<file path="config.mk">
export PLATFORM = sky130hd
export DESIGN_NAME = membus_front
export DESIGN_NICKNAME = d
export VERILOG_FILES = /design/src/rtl/membus_pkg.sv /design/src/rtl/membus_rst_seq.sv /design/src/rtl/membus_pin_map.sv /design/src/rtl/membus_front.sv
export SDC_FILE = /design/constraint.sdc
export NUM_CORES = 1
export LEC_CHECK = 0
export ABC_AREA = 1
export BUFFER_PORTS_ARGS = -buffer_cell sky130_fd_sc_hd__buf_2
export CAP_MARGIN = 0
export CORE_MARGIN = 3
export CORE_UTILIZATION = 45
export CTS_CLUSTER_SIZE = 14
export DETAILED_ROUTE_END_ITERATION = 8
export GPL_ROUTABILITY_DRIVEN = 1
export PLACE_DENSITY = 0.85
export SLEW_MARGIN = 5
export SYNTH_ARGS = -nofsm -noshare
export SYNTH_HDL_FRONTEND = slang
export SYNTH_SLANG_ARGS = --single-unit
export TNS_END_PERCENT = 20
</file>
<file path="constraint.sdc">
create_clock -name clk -period 1.83 [get_ports clk]
set_input_delay 0.366 -clock clk [delete_from_list [all_inputs] [get_ports clk]]
set_output_delay 0.366 -clock clk [all_outputs]
set_load 0.01 [all_outputs]
</file>
<file path="src/rtl/membus_pkg.sv">
package membus_pkg;
  typedef enum logic [1:0] {
    ACC_IDLE  = 2'd0,
    ACC_FLASH = 2'd1,
    ACC_SRAM  = 2'd2
  } acc_state_e;

  typedef enum logic [1:0] {
    RST_LOW  = 2'd0,
    RST_HOLD = 2'd1,
    RST_RDY  = 2'd2,
    RST_DONE = 2'd3
  } rst_phase_e;
endpackage

</file>
<file path="src/rtl/membus_rst_seq.sv">
module membus_rst_seq
  import membus_pkg::*;
#(
  parameter int RST_LOW_CYC  = 8,
  parameter int POST_RST_CYC = 4
) (
  input  logic clk,
  input  logic rst_n,
  input  logic go,
  input  logic flash_ready,
  output logic pin_rst_n,
  output logic busy
);
  localparam int MAXC = (RST_LOW_CYC > POST_RST_CYC) ? RST_LOW_CYC : POST_RST_CYC;
  localparam int CW   = $clog2(MAXC + 1);

  rst_phase_e     phase;
  logic [CW-1:0]  cnt;
  wire            low_last  = (cnt == CW'(RST_LOW_CYC - 1));
  wire            hold_last = (cnt == CW'(POST_RST_CYC - 1));

  always_ff @(posedge clk or negedge rst_n) begin
    if (!rst_n) begin
      phase <= RST_LOW;
      cnt   <= '0;
    end else begin
      case (phase)
        RST_LOW: begin
          if (low_last) begin phase <= RST_HOLD; cnt <= '0; end
          else cnt <= cnt + 1'b1;
        end
        RST_HOLD: begin
          if (hold_last) begin phase <= RST_RDY; cnt <= '0; end
          else cnt <= cnt + 1'b1;
        end
        RST_RDY: if (flash_ready) phase <= RST_DONE;
        default: if (go) begin phase <= RST_LOW; cnt <= '0; end
      endcase
    end
  end

  assign pin_rst_n = (phase != RST_LOW);
  assign busy      = (phase != RST_DONE);

  // the pin is released only after the full low count
  assert_rst_release_R5: assert property (@(posedge clk) disable iff (!rst_n)
    $rose(pin_rst_n) |-> $past(cnt) == CW'(RST_LOW_CYC - 1));
  // a busy flash keeps the sequence busy
  assert_wait_ready_R6: assert property (@(posedge clk) disable iff (!rst_n)
    (phase == RST_RDY && !flash_ready) |=> busy);
endmodule

</file>
<file path="src/rtl/membus_pin_map.sv">
module membus_pin_map #(
  parameter int FAW = 21,
  parameter int SAW = 18,
  parameter int DW  = 16
) (
  input  logic           flash_act,
  input  logic           sram_act,
  input  logic           wr,
  input  logic           byte_m,
  input  logic [FAW:0]   addr,
  input  logic [DW-1:0]  wdata,
  output logic [FAW-1:0] bus_addr,
  output logic [DW-1:0]  dq_out,
  output logic [DW-1:0]  dq_oe,
  output logic           ub_n,
  output logic           lb_n,
  output logic           byte_n
);
  localparam int HALF = DW / 2;
  localparam logic [DW-1:0] LO_MASK = {{HALF{1'b0}}, {HALF{1'b1}}};
  localparam logic [DW-1:0] HI_MASK = ~LO_MASK;

  always_comb begin
    bus_addr = '0;
    dq_out   = '0;
    dq_oe    = '0;
    ub_n     = 1'b1;
    lb_n     = 1'b1;
    byte_n   = 1'b1;
    if (flash_act) begin
      bus_addr = addr[FAW:1];
      byte_n   = !byte_m;
      if (byte_m) begin
        dq_oe[DW-1]  = 1'b1;
        dq_out[DW-1] = addr[0];
        if (wr) begin
          dq_oe              = dq_oe | LO_MASK;
          dq_out[HALF-1:0]   = wdata[HALF-1:0];
        end
      end else if (wr) begin
        dq_oe  = '1;
        dq_out = wdata;
      end
    end else if (sram_act) begin
      bus_addr[SAW-1:0] = addr[SAW:1];
      ub_n = byte_m && !addr[0];
      lb_n = byte_m && addr[0];
      if (wr) begin
        if (!byte_m) begin
          dq_oe  = '1;
          dq_out = wdata;
        end else if (addr[0]) begin
          dq_oe             = HI_MASK;
          dq_out[DW-1:HALF] = wdata[HALF-1:0];
        end else begin
          dq_oe             = LO_MASK;
          dq_out[HALF-1:0]  = wdata[HALF-1:0];
        end
      end
    end
  end
endmodule

</file>
<file path="src/rtl/membus_front.sv">
module membus_front
  import membus_pkg::*;
#(
  parameter int FAW           = 21,
  parameter int SAW           = 18,
  parameter int DW            = 16,
  parameter int RST_LOW_CYC   = 8,
  parameter int POST_RST_CYC  = 4,
  parameter int FLASH_ACC_CYC = 3
) (
  input  logic           clk,
  input  logic           rst_n,
  input  logic           req_valid,
  output logic           req_ready,
  input  logic           req_sram,
  input  logic           req_wr,
  input  logic           req_byte,
  input  logic [FAW:0]   req_addr,
  input  logic [DW-1:0]  req_wdata,
  output logic           rsp_valid,
  output logic [DW-1:0]  rsp_data,
  input  logic           rst_req,
  output logic [FAW-1:0] bus_addr,
  output logic [DW-1:0]  dq_out,
  output logic [DW-1:0]  dq_oe,
  input  logic [DW-1:0]  dq_in,
  output logic           byte_n,
  output logic           flash_ce_n,
  output logic           flash_rst_n,
  input  logic           flash_ready,
  output logic           oe_n,
  output logic           we_n,
  output logic           sram_ce1_n,
  output logic           sram_ce2,
  output logic           sram_ub_n,
  output logic           sram_lb_n,
  output logic           sram_go,
  input  logic           sram_strobe,
  input  logic           sram_done
);
  localparam int HALF = DW / 2;
  localparam int FCW  = $clog2(FLASH_ACC_CYC + 1);

  // Read result: word as is, byte picked by lane and zero-extended
  function automatic logic [DW-1:0] pick_read(input logic byte_m, input logic is_sram,
                                              input logic a0, input logic [DW-1:0] dq);
    if (!byte_m)          return dq;
    if (is_sram && a0)    return {{(DW-HALF){1'b0}}, dq[DW-1:HALF]};
    return {{(DW-HALF){1'b0}}, dq[HALF-1:0]};
  endfunction

  acc_state_e     st;
  logic [FCW-1:0] cnt;
  logic           r_sram, r_wr, r_byte;
  logic [FAW:0]   r_addr;
  logic [DW-1:0]  r_wdata;
  logic           seq_busy;

  wire in_idle    = (st == ACC_IDLE);
  wire in_flash   = (st == ACC_FLASH);
  wire in_sram    = (st == ACC_SRAM);
  wire rst_go     = rst_req && in_idle && !seq_busy;
  wire accept     = req_valid && req_ready;
  wire flash_last = in_flash && (cnt == FCW'(FLASH_ACC_CYC - 1));
  wire sram_last  = in_sram && sram_done;
  wire acc_end    = flash_last || sram_last;
  wire strobe_on  = in_flash || (in_sram && sram_strobe);

  assign req_ready = in_idle && !seq_busy && !rst_req;

  membus_rst_seq #(.RST_LOW_CYC(RST_LOW_CYC), .POST_RST_CYC(POST_RST_CYC)) u_rst (
    .clk(clk), .rst_n(rst_n), .go(rst_go), .flash_ready(flash_ready),
    .pin_rst_n(flash_rst_n), .busy(seq_busy)
  );

  always_ff @(posedge clk or negedge rst_n) begin
    if (!rst_n) begin
      st        <= ACC_IDLE;
      cnt       <= '0;
      r_sram    <= 1'b0;
      r_wr      <= 1'b0;
      r_byte    <= 1'b0;
      r_addr    <= '0;
      r_wdata   <= '0;
      rsp_valid <= 1'b0;
      rsp_data  <= '0;
    end else begin
      rsp_valid <= 1'b0;
      if (accept) begin
        r_sram  <= req_sram;
        r_wr    <= req_wr;
        r_byte  <= req_byte;
        r_addr  <= req_addr;
        r_wdata <= req_wdata;
        cnt     <= '0;
        st      <= req_sram ? ACC_SRAM : ACC_FLASH;
      end else if (acc_end) begin
        st        <= ACC_IDLE;
        rsp_valid <= 1'b1;
        rsp_data  <= r_wr ? '0 : pick_read(r_byte, r_sram, r_addr[0], dq_in);
      end else if (in_flash) begin
        cnt <= cnt + 1'b1;
      end
    end
  end

  assign flash_ce_n = !in_flash;
  assign sram_ce1_n = !in_sram;
  assign sram_ce2   = in_sram;
  assign sram_go    = in_sram;
  assign oe_n       = !(strobe_on && !r_wr);
  assign we_n       = !(strobe_on && r_wr);

  membus_pin_map #(.FAW(FAW), .SAW(SAW), .DW(DW)) u_pins (
    .flash_act(in_flash), .sram_act(in_sram), .wr(r_wr), .byte_m(r_byte),
    .addr(r_addr), .wdata(r_wdata), .bus_addr(bus_addr), .dq_out(dq_out),
    .dq_oe(dq_oe), .ub_n(sram_ub_n), .lb_n(sram_lb_n), .byte_n(byte_n)
  );

  // never both devices selected
  assert_exclusive_R4: assert property (@(posedge clk) disable iff (!rst_n)
    !(!flash_ce_n && !sram_ce1_n && sram_ce2));
  // no flash select while the reset sequence runs
  assert_noflash_in_reset_R6: assert property (@(posedge clk) disable iff (!rst_n)
    (seq_busy || !flash_rst_n) |-> flash_ce_n);
  // single response pulse, one request outstanding
  assert_rsp_pulse_R7: assert property (@(posedge clk) disable iff (!rst_n)
    rsp_valid |=> !rsp_valid);
  assert_one_outstanding_R7: assert property (@(posedge clk) disable iff (!rst_n)
    (req_valid && req_ready) |=> !req_ready);
  // byte mode leaves pins 14..8 free and drives pin 15
  assert_byte_pins_R2: assert property (@(posedge clk) disable iff (!rst_n)
    (!flash_ce_n && !byte_n) |-> (dq_oe[DW-2:HALF] == '0 && dq_oe[DW-1]));
endmodule

</file>
==> impl_metrics.json, run 1 <==
{
  "grtUsageTotal_pct": 21.05,
  "final_core_util_pct": 63.34,
  "dieArea_um2": 8954,
  "yosys.cell_count.top_type": "nand2_1",
  "hold_buffers": 0,
  "start_util_pct": 47.46,
  "yosysTopAreaCell": "dfrtp_1",
  "syn_area_per_cell_um2": 7.667,
  "synth_xor_xnor_area_share_pct": 0.2478,
  "n_antenna_cell": 0,
  "synth_simple_gate_area_share_pct": 28.32,
  "cts_max_path_buffers": 2,
  "cts_tree": "yes",
  "synthTopCellsByArea": "dfrtp_1 (48%), nand2_1 (15%), inv_1 (6.2%), o21ai_1 (4.8%), nand3_1 (4.7%)",
  "grt-ovfl-total": 0,
  "finalCritPeriodShare_pct": 105.0,
  "cpPeakStageDelay_ns": 0.45,
  "synthCells": 461,
  "yosys_warnings": 0,
  "avgRoutedWirePerCell_um": 13.42,
  "htreeDepth": 3,
  "hold-worst-slack_ns": 0.03971,
  "vias": 3426,
  "synth_compound_area_share_pct": 7.929,
  "violations": "negative setup slack",
  "synth_area_um2": 3535,
  "tns_ns": -1.534,
  "worst_setup_path_start_kind": "flop",
  "drive_gt1_share_pct": 36.47,
  "numClockSinks": 68,
  "wirelength_um": 9461,
  "clk_latency_ns": 0.34,
  "row_count": 31,
  "ys_seq_elements": 68,
  "hold_path.class": "primary input to async pin",
  "core-area_um2": 7447,
  "p_leak_nw": 2.639,
  "ant_nets": 0,
  "muxShareOfSynthArea_pct": 0,
  "fmax_mhz": 520.7,
  "maxCapViolations": 0,
  "synthTopCellsByCount": "nand2_1 (145), dfrtp_1 (68), inv_1 (58), nor2_1 (40), o21ai_1 (34)",
  "vias_per_cell": 4.860,
  "peakVddDrop_mv": 0.9203,
  "rsz0062_at_grt": "true",
  "gp_congestion": 0.8873,
  "port_buffers": 144,
  "drv_slew": 0,
  "maxSlewHeadroom_pct": 65.34,
  "worstMarginPinSlew_ns": 0.5194,
  "synth_top_area_share_pct": 48.14,
  "end_kind": "output pin",
  "skew_ns": 0.008286,
  "path_cells": "nand2_4 > nor2_4 > a31oi_4 > buf_6 > nor2_1 > buf_2",
  "antenna_found_initial": 0,
  "cts_root_buf": "clkbuf_8",
  "grt_max_degree": 75,
  "cp.arrival_ns": 1.55,
  "clk_pin_slew_ns": 0.07,
  "status": "complete, but fails checks",
  "die_x_um": 94.63,
  "die_y_um": 94.63,
  "final_nets": 672,
  "grt_pass1_vias": 3154,
  "syn_to_final_growth_pct": 33.45,
  "synth_edf_count": 0,
  "synth_top_family_by_area": "simple AND/OR/NAND/NOR gates",
  "ys_seq_area_share_pct": 48.14,
  "synthAdderAreaFrac_pct": 2.124,
  "synth_fp_nets": 531,
  "drc_errors": 0,
  "synth_flop_cell": "dfrtp_1",
  "drtIter0Drc": 170,
  "min_period_ns": 1.921,
  "cpMaxStageDelayCell": "dfrtp_2",
  "setup_ws_ns": -0.09061,
  "hold_viol_final": 0,
  "io-pin-count": 145,
  "first_pass_iters": 5,
  "grt_pass1_wl_um": 14660,
  "synth_cell_types": 23,
  "cts_buffers": 9,
  "dp_hpwl_um": 6751,
  "powerDensity_nw_per_um2": 1739,
  "synth-async-reset-ratio_pct": 100.0,
  "worstSetupPathType": "flop to output pin",
  "cp_max_fo": 7,
  "crit_required_ns": 1.46,
  "finalSetupViolations": 26
}
-- area by class of cell --
type                       count  area (um^2)
clock buffer                  12        165.2
clock inverter                 3        45.04
fill                         627         2730
inverter                      61        241.5
multi-input combinational    300         1459
sequential                    68         1703
tap                           99        123.9
timing repair buffer         162        979.7
-- worst max-delay path: cells and delay by family, from the launching register on --
family	cells	cell delay, ns
DFF	1	0.45
buffers and inverters	2	0.29
and+or+nand+nor	3	0.24
AOI/OAI and AO/OA	1	0.23
-- timing repair --
item | CTS | global route
hold endpoints to repair | 0 | 0
resized for setup | 24 | 33
gates cloned | 0 | 0
pin swaps | 1 | 3
setup buffers | 6 | 2
endpoints found under the setup margin | 52 | 53
-- where the power goes --
group / internal (mW) / switching [mW]
sequential: 2.19 / 0.401
clock: 0.733 / 0.542
combinational: 1.75 / 2.58
total: 4.68 / 3.52
-- per-stage QoR --
stage                     instances  total power [mW]  worst slack, ns  cell area, um^2
after global placement          682             6.124          0.02006             4240
after CTS                       703             7.877         -0.05999             4576
after detailed placement        682             6.286         -0.04793             4240
final                           705             8.203         -0.09061             4717
after floorplan                 461             5.082           0.1317             3535
after global routing            705             8.882          -0.1717             4717
-- placed cells by master (no fill, tap or decap), drive strengths merged --
| cell | instances |
|---|---|
| buf | 162 |
| nand2 | 147 |
| dfrtp | 68 |
| inv | 61 |
| o21ai | 45 |
| nor2 | 44 |
| nand3 | 33 |
| or2 | 12 |
| clkbuf | 12 |
| a21oi | 7 |
| ha | 6 |
| nand4 | 3 |
| clkinvlp | 2 |
| a31oi | 1 |
| xor2 | 1 |
| o31ai | 1 |
| bufinv | 1 |
-- flip-flops by register name, indices dropped and copies added (netlist names) --
| signal | count |
|---|---|
| r_sram | 1 |
| rsp_valid | 1 |
| r_wr | 1 |
| r_addr | 22 |
| rsp_data | 16 |
| r_wdata | 16 |
| u_rst.phase | 2 |
| cnt | 2 |
| st | 2 |
| r_byte | 1 |
| u_rst.cnt | 4 |
-- worst paths after layout --
path / start / end / slack (ns) / cells past startpoint
max: st[0] / dq_out[4] / -0.09 / 6
min: rst_n / r_byte / 0.04 / 2
max reg2reg: st[0] / r_sram / 0.15 / 9
min reg2reg: r_wdata[12] / r_wdata[12] / 0.49 / 2
max in group asynchronous: rst_n / st[0] / 1.47 / 2
min in group clk: req_wdata[9] / r_wdata[9] / 0.23 / 3
-- cell families (layout without fill, tap and decap cells) --
logic type,count (synthesis),in the layout
compound gates,54,54
simple gates,239,239
xor+xnor,1,1
flops,68,68
buf+inv,93,238
fa+ha+maj,6,6
-- metal layers --
layer  GRT usage, %  share of wire (%)  vias to the layer above
met1          27.74                 42                     1565
met3          4.781                8.3                       14
li1               -                  -                     1682
met4          7.452                1.9                        0
met5              0                  0                        -
met2          34.06                 48                      165
No activity file was read; power rests on OpenSTA's default activity.
==> run 2, diff against run 1 <==
--- a/config.mk
+++ b/config.mk
@@ -9,11 +9,11 @@
 export BUFFER_PORTS_ARGS = -buffer_cell sky130_fd_sc_hd__buf_2
 export CAP_MARGIN = 0
 export CORE_MARGIN = 3
-export CORE_UTILIZATION = 45
+export CORE_UTILIZATION = 48
 export CTS_CLUSTER_SIZE = 14
 export DETAILED_ROUTE_END_ITERATION = 8
 export GPL_ROUTABILITY_DRIVEN = 1
-export PLACE_DENSITY = 0.85
+export PLACE_DENSITY = 0.9
 export SLEW_MARGIN = 5
 export SYNTH_ARGS = -nofsm -noshare
 export SYNTH_HDL_FRONTEND = slang
==> impl_metrics.json, run 2 (synthesized netlist as in run 1, its figures left out) <==
{
  "dp_hpwl_um": 6806,
  "worstSetupStartpoint": "st[0]",
  "use_met1_pct": 29.32,
  "cts_root_buf": "clkbuf_8",
  "min_period_ns": 1.940,
  "setup_ws_ns": -0.1097,
  "gr-usage-met3_pct": 3.774,
  "hold_path.class": "primary input to async pin",
  "top_regs": "r_addr (22), r_wdata (16), rsp_data (16)",
  "drv_slew": 0,
  "avgRoutedWirePerCell_um": 13.87,
  "fillerInstances": 589,
  "gp_congestion": 0.8360,
  "worstSetupPathType": "flop to output pin",
  "rsz0062_at_grt": "true",
  "layout_commonest_cell": "buf_2",
  "finalSetupViolations": 54,
  "cts_tree": "yes",
  "row_count": 30,
  "violations": "negative setup slack",
  "hold_viol_final": 0,
  "skew_ns": 0.007111,
  "dpl_worst_slack_ns": 0.1283,
  "drive_gt1_share_pct": 37.70,
  "grt_util_met2_pct": 40.90,
  "grt-ovfl-total": 0,
  "vias_per_cell": 4.914,
  "io-pin-count": 145,
  "top_usage_layer": "met2",
  "port_buffers": 144,
  "antenna_found_initial": 0,
  "fmax_mhz": 515.5,
  "n_antenna_cell": 0,
  "peakVddDrop_mv": 1.014,
  "regMostFlops": "r_addr",
  "status": "complete, but fails checks",
  "dp.cells": 680,
  "die_y_um": 91.81,
  "htreeDepth": 3,
  "finalCritPeriodShare_pct": 106.0,
  "powerDensity_nw_per_um2": 1745,
  "cts_max_path_buffers": 2,
  "path_cells": "nor2_4 > buf_6 > nand3_1 > a21oi_2 > buf_2",
  "dieArea_um2": 8429,
  "first_pass_iters": 4,
  "worst_setup_path_start_kind": "flop",
  "ant_nets": 0,
  "final_cell_mix": "buf_2 (140), nand2_1 (139), dfrtp_1 (67), inv_1 (55), o21ai_1 (35)",
  "cp.arrival_ns": 1.57,
  "worstMarginPinSlew_ns": 0.3733,
  "clk_latency_ns": 0.34,
  "end_kind": "output pin",
  "numClockSinks": 68,
  "core-area_um2": 6982,
  "die_x_um": 91.81,
  "grt_max_degree": 69,
  "wirelength_um": 9789,
  "final_nets": 675,
  "stdcell_count": 706,
  "cpPeakStageDelay_ns": 0.46,
  "crit_required_ns": 1.46,
  "maxCapViolations": 0,
  "start_util_pct": 50.63,
  "reg2reg_from": "st[0]",
  "grt_pass1_wl_um": 16000,
  "vias": 3469,
  "tns_ns": -2.982,
  "final_core_util_pct": 67.58,
  "p_leak_nw": 2.657,
  "syn_to_final_growth_pct": 33.49,
  "grt_pass1_vias": 3455,
  "largest_register_ffs": 22,
  "drtIter0Drc": 255,
  "cts_buffers": 9,
  "cpMaxStageDelayCell": "dfrtp_2",
  "clk_pin_slew_ns": 0.08,
  "drc_errors": 0,
  "maxSlewHeadroom_pct": 75.11,
  "grtUsageTotal_pct": 23.66,
  "cp_max_fo": 10
}
## run 2: final cells by class
class | count | area [um^2] | share of cell area [%]
Clock buffer | 9 | 123.9 | 2.625
Tap cell | 96 | 120.1 | 2.546
Timing Repair Buffer | 165 | 952.2 | 20.18
Clock inverter | 7 | 91.34 | 1.936
Multi-Input combinational cell | 300 | 1491 | 31.61
Sequential cell | 68 | 1703 | 36.09
Inverter | 61 | 236.5 | 5.012
## run 2: worst paths after layout
kind	end	slack (ns)	cells past startpoint
worst min-delay path	rsp_data[14]	0.04	2
max in group asynchronous	st[0]	1.48	2
worst min register to register	rsp_data[10]	0.48	2
min in group clk	r_wdata[9]	0.22	3
worst max register to register	r_wdata[1]	0.15	9
worst max-delay path	dq_out[13]	-0.11	5
## run 2: power breakdown
group	internal [mW]	switching (mW)
Clock	0.762	0.588
Combinational	1.68	2.62
Sequential	2.19	0.392
Total	4.63	3.60
## run 2: per-stage QoR
| step | instance area (um^2) | hold slack (ns) | power (mW) |
|---|---|---|---|
| 2_1_floorplan | 3535 | 0.07041 | 5.082 |
| 3_3_place_gp | 4244 | 0.4107 | 6.097 |
| 3_5_place_dp | 4244 | 0.4161 | 6.274 |
| 4_1_cts | 4624 | 0.04467 | 8.011 |
| 5_1_grt | 4718 | 0.05019 | 8.892 |
| 6_report | 4718 | 0.03703 | 8.232 |
## run 2: metal layers
metal	wire (um)	up-vias	part of all wire (%)
li1	-	1692	-
met1	3921	1604	40
met2	4942	144	50
met3	656	29	6.7
met4	269	0	2.7
met5	0	-	0
## run 2: critical path: cells and delay by family (launching register included)
| kind | cells | cell delay, ns |
|---|---|---|
| flip-flops | 1 | 0.46 |
| AND/OR/NAND/NOR | 2 | 0.32 |
| AO/OA/AOI/OAI | 1 | 0.13 |
| buffers and inverters | 2 | 0.32 |
## run 2: what timing repair did
item | in CTS | in global routing
endpoints found under the setup margin | 51 | 55
pin swaps | 4 | 5
hold buffers | 0 | 0
resized for setup | 30 | 18
buffers inserted | 8 | 2
